File: config.mk
export PLATFORM = sky130hd
export DESIGN_NAME = lsu_lane_align
export DESIGN_NICKNAME = d
export VERILOG_FILES = /design/src/rtl/lsu_align_pkg.sv /design/src/rtl/lsu_align_ctrl.sv /design/src/rtl/lsu_align_dpath.sv /design/src/rtl/lsu_lane_align.sv
export SDC_FILE = /design/constraint.sdc
export NUM_CORES = 1
export LEC_CHECK = 0
export BUFFER_PORTS_ARGS = -buffer_cell sky130_fd_sc_hd__buf_4
export CAP_MARGIN = 25
export CORE_MARGIN = 2
export CORE_UTILIZATION = 43
export DETAILED_ROUTE_END_ITERATION = 6
export GPL_ROUTABILITY_DRIVEN = 0
export GPL_TIMING_DRIVEN = 0
export HOLD_SLACK_MARGIN = 0.1
export PLACE_DENSITY = 0.82
export SLEW_MARGIN = 25
export SYNTH_ARGS = -nofsm -noshare
export SYNTH_HDL_FRONTEND = slang
export SYNTH_SLANG_ARGS = --single-unit
export TNS_END_PERCENT = 30
File: constraint.sdc
create_clock -name clk -period 2.3 [get_ports clk]
set_clock_uncertainty 0.15 [all_clocks]
set_input_delay 0.46 -clock clk [delete_from_list [all_inputs] [get_ports clk]]
set_output_delay 0.46 -clock clk [all_outputs]
set_load 0.05 [all_outputs]
File: src/rtl/lsu_align_pkg.sv
package lsu_align_pkg;

  localparam int unsigned DATA_W     = 32;
  localparam int unsigned BYTE_W     = 8;
  localparam int unsigned LANES      = DATA_W / BYTE_W;
  localparam int unsigned LANE_IDX_W = $clog2(LANES);
  localparam int unsigned HALF_W     = 2 * BYTE_W;
  localparam int unsigned IMM_W      = DATA_W / 2;
  localparam int unsigned KIND_W     = 3;

  typedef enum logic [KIND_W-1:0] {
    KIND_WORD   = 3'd0,
    KIND_HALF_S = 3'd1,
    KIND_HALF_U = 3'd2,
    KIND_BYTE_S = 3'd3,
    KIND_BYTE_U = 3'd4,
    KIND_UPPER  = 3'd5,
    KIND_RSV6   = 3'd6,
    KIND_RSV7   = 3'd7
  } accessKind_e;

  typedef enum logic [1:0] {
    SZ_BYTE  = 2'd0,
    SZ_HALF  = 2'd1,
    SZ_WORD  = 2'd2,
    SZ_UPPER = 2'd3
  } accessSize_e;

  // Strobes handed from the decoder to the datapath
  typedef struct packed {
    logic [LANES-1:0]      laneEn;
    logic                  loadGo;
    logic                  misalign;
    accessSize_e           size;
    logic                  signExt;
    logic [LANE_IDX_W-1:0] lane;
  } alignStrobe_t;

endpackage

File: src/rtl/lsu_align_ctrl.sv
module lsu_align_ctrl
  import lsu_align_pkg::*;
(
  input  logic                  reqValid,
  input  logic                  reqIsStore,
  input  logic [KIND_W-1:0]     accessKind,
  input  logic [LANE_IDX_W-1:0] addrLow,
  output alignStrobe_t          strobe
);

  accessSize_e size;
  logic        signExt;
  logic        legalLoad;
  logic        legalStore;
  logic        misalignRaw;
  logic        storeGo;
  logic [LANES-1:0] laneHit;

  // Decode the kind into size, extension and legality
  always_comb begin
    size       = SZ_WORD;
    signExt    = 1'b0;
    legalLoad  = 1'b0;
    legalStore = 1'b0;
    unique case (accessKind_e'(accessKind))
      KIND_WORD: begin
        size = SZ_WORD; legalLoad = 1'b1; legalStore = 1'b1;
      end
      KIND_HALF_S: begin
        size = SZ_HALF; signExt = 1'b1; legalLoad = 1'b1; legalStore = 1'b1;
      end
      KIND_HALF_U: begin
        size = SZ_HALF; legalLoad = 1'b1; legalStore = 1'b1;
      end
      KIND_BYTE_S: begin
        size = SZ_BYTE; signExt = 1'b1; legalLoad = 1'b1; legalStore = 1'b1;
      end
      KIND_BYTE_U: begin
        size = SZ_BYTE; legalLoad = 1'b1; legalStore = 1'b1;
      end
      KIND_UPPER: begin
        size = SZ_UPPER; legalLoad = 1'b1;
      end
      default: begin
        size = SZ_WORD;
      end
    endcase
  end

  // Alignment rule per size
  always_comb begin
    misalignRaw = 1'b0;
    if (size == SZ_HALF) begin
      misalignRaw = addrLow[0];
    end else if (size == SZ_WORD) begin
      misalignRaw = (addrLow != '0);
    end
  end

  logic legalNow;
  assign legalNow = reqIsStore ? legalStore : legalLoad;

  logic misalignOut;
  assign misalignOut = reqValid && legalNow && misalignRaw;
  assign storeGo     = reqValid && reqIsStore && legalStore && !misalignRaw;

  // Lane hit per size, one lane at a time
  for (genvar gi = 0; gi < LANES; gi++) begin : g_lane
    logic [LANE_IDX_W-1:0] laneId;
    assign laneId = LANE_IDX_W'(gi);
    always_comb begin
      unique case (size)
        SZ_BYTE: laneHit[gi] = (laneId == addrLow);
        SZ_HALF: laneHit[gi] = ((laneId >> 1) == (addrLow >> 1));
        SZ_WORD: laneHit[gi] = 1'b1;
        default: laneHit[gi] = 1'b0;
      endcase
    end
  end

  always_comb begin
    strobe          = '0;
    strobe.laneEn   = storeGo ? laneHit : '0;
    strobe.loadGo   = reqValid && !reqIsStore && legalLoad && !misalignRaw;
    strobe.misalign = misalignOut;
    strobe.size     = size;
    strobe.signExt  = signExt;
    strobe.lane     = addrLow;
  end

endmodule

File: src/rtl/lsu_align_dpath.sv
module lsu_align_dpath
  import lsu_align_pkg::*;
(
  input  logic              clk,
  input  logic              rstN,
  input  alignStrobe_t      strobe,
  input  logic [DATA_W-1:0] storeData,
  input  logic [IMM_W-1:0]  upperImm,
  input  logic [DATA_W-1:0] memRdata,
  output logic [DATA_W-1:0] memWdata,
  output logic              loadValid,
  output logic [DATA_W-1:0] loadResult
);

  // Store path: replicate the field into every lane
  for (genvar gi = 0; gi < LANES; gi++) begin : g_wlane
    always_comb begin
      unique case (strobe.size)
        SZ_BYTE: memWdata[gi*BYTE_W +: BYTE_W] = storeData[BYTE_W-1:0];
        SZ_HALF: memWdata[gi*BYTE_W +: BYTE_W] = storeData[(gi%2)*BYTE_W +: BYTE_W];
        default: memWdata[gi*BYTE_W +: BYTE_W] = storeData[gi*BYTE_W +: BYTE_W];
      endcase
    end
  end

  // Load path: capture control at the request, format data one cycle later
  logic                  validQ;
  accessSize_e           sizeQ;
  logic                  signQ;
  logic [LANE_IDX_W-1:0] laneQ;
  logic [IMM_W-1:0]      immQ;

  always_ff @(posedge clk) begin
    if (!rstN) begin
      validQ <= 1'b0;
      sizeQ  <= SZ_WORD;
      signQ  <= 1'b0;
      laneQ  <= '0;
      immQ   <= '0;
    end else begin
      validQ <= strobe.loadGo;
      if (strobe.loadGo) begin
        sizeQ <= strobe.size;
        signQ <= strobe.signExt;
        laneQ <= strobe.lane;
        immQ  <= upperImm;
      end
    end
  end

  logic [BYTE_W-1:0] byteSel;
  logic [HALF_W-1:0] halfSel;

  assign byteSel = memRdata[{laneQ, 3'b000} +: BYTE_W];
  assign halfSel = memRdata[{laneQ[LANE_IDX_W-1:1], 4'b0000} +: HALF_W];

  always_comb begin
    loadResult = '0;
    if (validQ) begin
      unique case (sizeQ)
        SZ_BYTE:  loadResult = {{(DATA_W-BYTE_W){signQ & byteSel[BYTE_W-1]}}, byteSel};
        SZ_HALF:  loadResult = {{(DATA_W-HALF_W){signQ & halfSel[HALF_W-1]}}, halfSel};
        SZ_UPPER: loadResult = {immQ, {(DATA_W-IMM_W){1'b0}}};
        default:  loadResult = memRdata;
      endcase
    end
  end

  assign loadValid = validQ;

endmodule

File: src/rtl/lsu_lane_align.sv
module lsu_lane_align
  import lsu_align_pkg::*;
(
  input  logic              clk,
  input  logic              rstN,
  input  logic              reqValid,
  input  logic              reqIsStore,
  input  logic [KIND_W-1:0] accessKind,
  input  logic [DATA_W-1:0] addr,
  input  logic [DATA_W-1:0] storeData,
  input  logic [IMM_W-1:0]  upperImm,
  input  logic [DATA_W-1:0] memRdata,
  output logic [LANES-1:0]  memByteEn,
  output logic [DATA_W-1:0] memWdata,
  output logic              misaligned,
  output logic              loadValid,
  output logic [DATA_W-1:0] loadResult
);

  alignStrobe_t strobe;

  // Upper address bits select the word, not the lane
  logic unusedAddrHi;
  assign unusedAddrHi = ^addr[DATA_W-1:LANE_IDX_W];

  lsu_align_ctrl i_ctrl (
    .reqValid   (reqValid),
    .reqIsStore (reqIsStore),
    .accessKind (accessKind),
    .addrLow    (addr[LANE_IDX_W-1:0]),
    .strobe     (strobe)
  );

  lsu_align_dpath i_dpath (
    .clk        (clk),
    .rstN       (rstN),
    .strobe     (strobe),
    .storeData  (storeData),
    .upperImm   (upperImm),
    .memRdata   (memRdata),
    .memWdata   (memWdata),
    .loadValid  (loadValid),
    .loadResult (loadResult)
  );

  assign memByteEn  = strobe.laneEn;
  assign misaligned = strobe.misalign;

endmodule

==> metrics, run 1 <==
Post-Synth Simple-Gate Area between 10% and 20%; endpoints failing hold 0; fraction of registers with async set/reset 0%; Crit. path cell count 5; EDFF count, synth 0; tightest hold margin 0.295 ns; top_reg_cell synth dfxtp_1; initial drt markers 237; layout cell share with drive strength beyond 1 49.7%; synthesis-to-layout area growth 64.2%; f_max 433 MHz; mux share of post-synthesis cell area 24.9%; pwr dens 356 mW/mm2; vias in the first global route 3557; VDD IR-drop max 0.000256 V; Worst-path clk slew 0.08 ns; Final min period 2.31 ns; CTS Hold Buffers Added 0; Initial Utilization about 45%; post-synthesis sequential area ratio approximately 15%; first-pass GRT wire length about 16 mm; DP Wirelength 7.98 mm; synth unique cells 45; CTS tree done; setup TNS -0.00853 ns; die height 85.3 um; Routed WL between 10 and 15 mm; crit-path max FO 8; Synth top cells by count nand2_1 (62), o21ai_0 (61), mux2i_1 (46); Worst path max stage delay 0.41 ns; CTS root buffer clkbuf_8; top-count cell post-synth nand2_1; Max-slew headroom ~70%; Horiz. Die Dim 85.3 um; crit path cell chain mux2i_4 > nor2_1 > o2111a_2 > o21a_1 > buf_6; Row Count 29; post-route ant nets 0; Max-Cap Viols 0; Top delay family on crit path compound AO/OA/AOI/OAI gates; Tcrit/Tclk final 100%; gr ovfl total 0; Num CTS Buffers 3; Ys Warns 0; status finished, violations left; DIE AREA 0.00728 mm2; XOR/XNOR Fraction of Synth Area 0%; crit path kind reg -> out; Yosys top cell by area mux2i_1; Port Buf Inserts 155; Longest Clk Path Bufs 2; total core area 0.00639 mm2; failing checks negative setup slack; Slew Viols, Final 0; Pre-antenna DRT Iters 5; Worst Hold Depth 3; initial antenna violation count 0; largest family of logic cells by synthesized area compound AO/OA/AOI/OAI gates; Antenna Diode Count 0; All-Layer GR Usage 26.8%; adder-cell share of the synthesized area 0%; CP Launch Type register; reg2reg path depth 3; Worst-Skew Late Latency about 0.27 ns; syn nets 509; CTS Sinks 22; Buf/Inv on CP 1; H-Tree Depth 1; Yosys top cell area share between 10% and 20%; Post-route DRC 0; Hold Path Class in -> reg; nets 677; Synth Register Bits 22; post-synthesis compound-gate area fraction between 20 and 30%; RSZ-0062 raised after global routing yes; Setup violations, final 2; Slew @ Worst Pin 0.470 ns; Via Count ~3700; Via-to-Cell Ratio ~5.8; largest net degree at the start of global routing 13; post-layout worst setup margin -0.00727 ns; cell count after synthesis 390; Crit-path slowest cell dfxtp_4; Mapped Area 0.00284 mm2; WP data arrival 1.70 ns; Req. time, crit path ~1.7 ns; nature of the critical path endpoint primary output; DR WL/cell 16.9 um; largest cells by area after synthesis mux2i_1 (16%), dfxtp_1 (15%), o21ai_0 (11%); Boundary Pins 189; Leak 2.08 nW; syn avg cell area 7.29 um2
==> timing repair <==
item,4_1_cts,5_1_grt
pin swaps,5,13
resized for setup,57,85
endpoints found under the setup margin,60,57
buffers inserted,5,4
cloned,0,1
==> power breakdown <==
group / internal (W) / switching (W) / leakage, nW
registers: 0.000395 / 0.0000149 / 0.180
logic: 0.000413 / 0.000558 / 1.87
clock network: 0.000153 / 0.000130 / 0.0288
total: 0.000960 / 0.000703 / 2.08
==> logic make-up after synthesis <==
family,count (synthesis)
flip-flops,22
buffers and inverters,52
multiplexers,65
AND/OR/NAND/NOR,112
AO/OA/AOI/OAI,139
==> placed cells by master (no fill, tap or decap), types with 4 or more instances in the layout <==
cell / Yosys / routed
buf_12: 2 / 4
o221a_2: 8 / 8
o21ai_2: 1 / 6
buf_6: 4 / 43
nor3b_1: 8 / 8
a21oi_1: 26 / 9
dfxtp_1: 22 / 18
clkbuf_1: 20 / 8
nor2b_1: 4 / 4
clkbuf_8: 0 / 4
buf_4: 14 / 134
nand3_1: 5 / 5
nand2_1: 62 / 61
o21ai_1: 9 / 18
mux2_2: 7 / 7
buf_8: 0 / 7
o211a_1: 4 / 4
mux2i_1: 46 / 41
clkbuf_2: 0 / 7
nor2_1: 16 / 16
o21a_1: 9 / 9
o211ai_1: 9 / 9
clkbuf_4: 0 / 5
a21oi_2: 1 / 16
nand2b_1: 4 / 4
mux2_4: 8 / 8
o21ai_0: 61 / 47
==> routing by layer <==
layer | share of wire [%] | up-vias | GRT usage, %
met5 | 0 | - | 0
met2 | 49 | 245 | 48.0
li1 | - | 1730 | -
met4 | 2.7 | 0 | 9.24
met3 | 9.5 | 31 | 5.06
met1 | 38 | 1686 | 31.8
==> metrics by stage <==
| step | setup WS [ns] | std cells | power, W | utilization [%] | instance area (um2) |
|---|---|---|---|---|---|
| 5_1_grt | -0.0770 | 634 | 0.00173 | 73.1 | 4670 |
| 3_5_place_dp | -0.248 | 622 | 0.00129 | 64.6 | 4130 |
| 4_1_cts | -0.00881 | 629 | 0.00160 | 68.8 | 4390 |
| 2_1_floorplan | -0.191 | 390 | 0.000979 | - | 2870 |
| 3_3_place_gp | -0.196 | 622 | 0.00127 | 64.6 | 4130 |
| 6_report | -0.00727 | 634 | 0.00166 | 73.1 | 4670 |
==> tightest hold or removal path: cells and delay by family <==
kind	cells	cell delay, ns
muxes	1	0.06
buffers and inverters	1	0.11
and+or+nand+nor	1	0.05
==> layout make-up <==
| class | count | area, um2 |
|---|---|---|
| multi-input cells | 317 | 2260 |
| fillers | 470 | 1720 |
| repair buffers | 164 | 1420 |
| flip-flops and latches | 22 | 450 |
| plain buffers | 45 | 368 |
| well taps | 77 | 96.3 |
| clock buffers | 4 | 55.1 |
| inverters | 5 | 23.8 |
==> path summary, 6_finish.rpt <==
path                                        from                to  slack, ns
worst max register to register  i_dpath.sizeQ[1]  i_dpath.sizeQ[1]       1.13
worst min-delay path                 upperImm[3]   i_dpath.immQ[3]       0.30
worst max-delay path            i_dpath.laneQ[1]    loadResult[12]     -0.007
worst min register to register   i_dpath.immQ[8]   i_dpath.immQ[8]       0.31
==> registers in the layout, indices dropped and copies added, names as in the netlist <==
register           count
i_dpath.laneQ          2
i_dpath.signQ          1
i_dpath.loadValid      1
i_dpath.immQ          16
i_dpath.sizeQ          2
No activity file was read; power rests on OpenSTA's default activity.
==> run 2: changes to the inputs <==
ABC_AREA = 1   (was unset)
CORE_UTILIZATION = 40   (was 43)
==> run 2 against run 1 <==
Via count hardly changed. Hold slack worse by 0.029 ns. Critical path depth is 4 higher. Highest routed layer unchanged. First-iteration DRC count is 52% higher. The flow still finishes with violations (negative setup slack). Final cell count is 9.5% higher. Wire length is 2.2% lower.
==> metrics, run 2 <==
Max-Cap Viols 0 (unchanged); initial antenna violation count 0 (unchanged); placed cell area 0.00366 mm2 (was 0.00413 mm2); placed cell count 676 (was 622); CTS Hold Buffers Added 0 (unchanged); crit-path max FO 5 (was 8); Buf/Inv on CP 3 (was 1); fillers 422 (was 470); cell count after synthesis 443 (was 390); total core area 0.00582 mm2 (was 0.00639 mm2); Initial Utilization 40.7% (was 44.5%); Top delay family on crit path buffers and inverters (was compound AO/OA/AOI/OAI gates); syn avg cell area 5.35 um2 (was 7.29 um2); Post-route DRC 0 (unchanged); Worst path max stage delay 0.38 ns (was 0.41 ns); DIE AREA 0.00656 mm2 (was 0.00728 mm2); Yosys top cell area share 21.7% (was 16.2%); most common cell after layout, fill and taps aside buf_4 (unchanged); final instance area 0.00442 mm2 (was 0.00467 mm2); H-Tree Depth 1 (unchanged); gr ovfl total 0 (unchanged); Worst-path clk slew 0.08 ns (about the same); CTS Sinks 22 (unchanged); nets 739 (was 677); Synth Register Bits 22 (unchanged); All-Layer GR Usage 26.4% (was 26.8%); Port Buf Inserts 158 (was 155); Antenna Diode Count 0 (unchanged); WP data arrival 1.80 ns (was 1.70 ns); Crit-path slowest cell dfxtp_4 (unchanged); CP Launch Type register (unchanged); status finished, violations left (unchanged); Yosys top cell by area nand2_1 (was mux2i_1); EDFF count, synth 0 (unchanged); RSZ-0062 raised after global routing yes (unchanged); post-route ant nets 0 (unchanged); Max-slew headroom 61.7% (was 68.6%); CTS root buffer clkbuf_8 (unchanged); DP Wirelength 7.06 mm (was 7.98 mm); Synth top cells by count nand2_1 (137), nor2_1 (75), o21ai_0 (50) (was nand2_1 (62), o21ai_0 (61), mux2i_1 (46)); Hold Path Class in -> reg (unchanged); crit path kind reg -> out (unchanged); synthesis-to-layout area growth 86.4% (was 64.2%); Boundary Pins 189 (unchanged); crit path cell chain inv_4 > nand2_2 > nand2_2 > nand3_2 > o21ai_4 > nand2_4 > buf_8 > a31oi_1 > buf_4 (was mux2i_4 > nor2_1 > o2111a_2 > o21a_1 > buf_6); Post-Layout Cell Count 694 (was 634); Worst-Skew Late Latency 0.26 ns (was 0.27 ns); top flop regs i_dpath.immQ: 16 flops, i_dpath.laneQ: 2 flops, i_dpath.sizeQ: 2 flops (unchanged); Ys Warns 0 (unchanged); vias in the first global route 3222 (was 3557); Num CTS Buffers 3 (unchanged); top_reg_cell synth dfxtp_1 (unchanged); Via Count 3694 (was 3692); post-synthesis sequential area ratio 18.6% (was 15.5%); Crit path top cell by count nand2_2; CTS tree done (unchanged); Slew Viols, Final 0 (unchanged); Row Count 28 (was 29); Final min period 2.41 ns (was 2.31 ns); synth unique cells 27 (was 45); layout cell share with drive strength beyond 1 47.2% (was 49.7%); most frequent cells in the layout buf_4 (159), nand2_1 (123), nor2_1 (65), inv_1 (40), buf_6 (30) (was buf_4 (134), nand2_1 (61), o21ai_0 (47), buf_6 (43), mux2i_1 (41)); largest cells by area after synthesis nand2_1 (22%), dfxtp_1 (19%), nor2_1 (12%) (was mux2i_1 (16%), dfxtp_1 (15%), o21ai_0 (11%)); Via-to-Cell Ratio 5.32 (was 5.82); Req. time, crit path 1.69 ns (about the same); Longest Clk Path Bufs 2 (unchanged); largest net degree at the start of global routing 20 (was 13); Setup violations, final 25 (was 2); Slew @ Worst Pin 0.573 ns (was 0.470 ns); fraction of registers with async set/reset 0% (unchanged); register with the most flip-flops i_dpath.immQ (unchanged); pwr dens 406 mW/mm2 (was 356 mW/mm2); nature of the critical path endpoint primary output (unchanged); VDD IR-drop max 0.000342 V (was 0.000256 V); syn nets 562 (was 509); FF-to-FF Start i_dpath.laneQ[1] (was i_dpath.sizeQ[1]); post-layout worst setup margin -0.108 ns (was -0.00727 ns); Leak 2.32 nW (was 2.08 nW); Mapped Area 0.00237 mm2 (was 0.00284 mm2); failing checks negative setup slack (unchanged); Pre-antenna DRT Iters 6 (was 5); min-delay src upperImm[0] (was upperImm[3]); DR WL/cell 15.1 um (was 16.9 um); setup TNS -1.70 ns (was -0.00853 ns); initial drt markers 360 (was 237); Horiz. Die Dim 81.0 um (was 85.3 um); Routed WL 10.5 mm (was 10.7 mm); f_max 415 MHz (was 433 MHz); max reg flops 16 (unchanged); endpoints failing hold 0 (unchanged); first-pass GRT wire length 14.1 mm (was 16.3 mm); crit path from i_dpath.laneQ[1] (unchanged); top-count cell post-synth nand2_1 (unchanged); Tcrit/Tclk final 105% (was 100%); die height 81.0 um (was 85.3 um)
==> run 2: what timing repair did <==
action	4_1_cts	5_1_grt
setup endpoints to repair	36	49
setup buffers	6	10
pin swaps	16	28
gates resized for setup	59	123
gates cloned	1	1
==> run 2: layout make-up <==
cell class | count | area [um2] | area share, %
Timing Repair Buffer | 174 | 1430 | 32.3
Sequential cell | 22 | 452 | 10.2
Clock buffer | 3 | 41.3 | 0.935
Clock inverter | 1 | 30.0 | 0.680
Buffer | 32 | 244 | 5.52
Inverter | 49 | 203 | 4.59
Tap cell | 75 | 93.8 | 2.12
Multi-Input combinational cell | 338 | 1930 | 43.6
==> run 2: path summary, 6_finish.rpt <==
check / end / slack [ns] / depth (start not counted)
worst max-delay path: loadResult[13] / -0.11 / 9
worst min-delay path: i_dpath.immQ[0] / 0.27 / 3
worst max register to register: i_dpath.laneQ[1] / 1.24 / 5
worst min register to register: i_dpath.immQ[1] / 0.38 / 4
==> run 2: per-layer routing <==
layer  routed length (um)  vias to the layer above  share of wire (%)  global-route usage [%]
met5                    0                        -                  0                       0
met4                  420                        0                4.0                    7.97
met3                  869                       52                8.3                    4.89
met2                 5440                      222                 52                    47.8
met1                 3750                     1666                 36                    31.4
li1                     -                     1754                  -                       -
==> run 2: where the power goes <==
group	internal [W]	leakage (nW)	switching (W)	total, W
registers	0.000405	0.181	0.0000185	0.000423
logic	0.000366	2.11	0.000645	0.00101
clock network	0.000232	0.0357	0.000129	0.000362
==> run 2: metrics by stage <==
stage	hold WS (ns)	utilization (%)	power (W)	setup slack, ns
floorplan	0.322	-	0.000982	-0.381
global placement	0.347	62.9	0.00129	-0.104
detailed placement	0.349	62.9	0.00130	-0.130
CTS	0.261	67.4	0.00169	-0.102
global route	0.268	76.0	0.00189	-0.174
finish	0.266	76.0	0.00180	-0.108
==> run 2: worst register-to-register path, stage by stage, from the launching register on <==
cell     delay [ns]
dfxtp_4        0.38
inv_4          0.09
buf_6          0.14
nand2_1        0.06
nand2_1        0.08
nor2_1         0.05
==> run 2: logic make-up after synthesis <==
group	synth area share, %
AND/OR/NAND/NOR	39.6
AO/OA/AOI/OAI	24.3
buffers and inverters	15.8
flip-flops	18.6
multiplexers	1.69
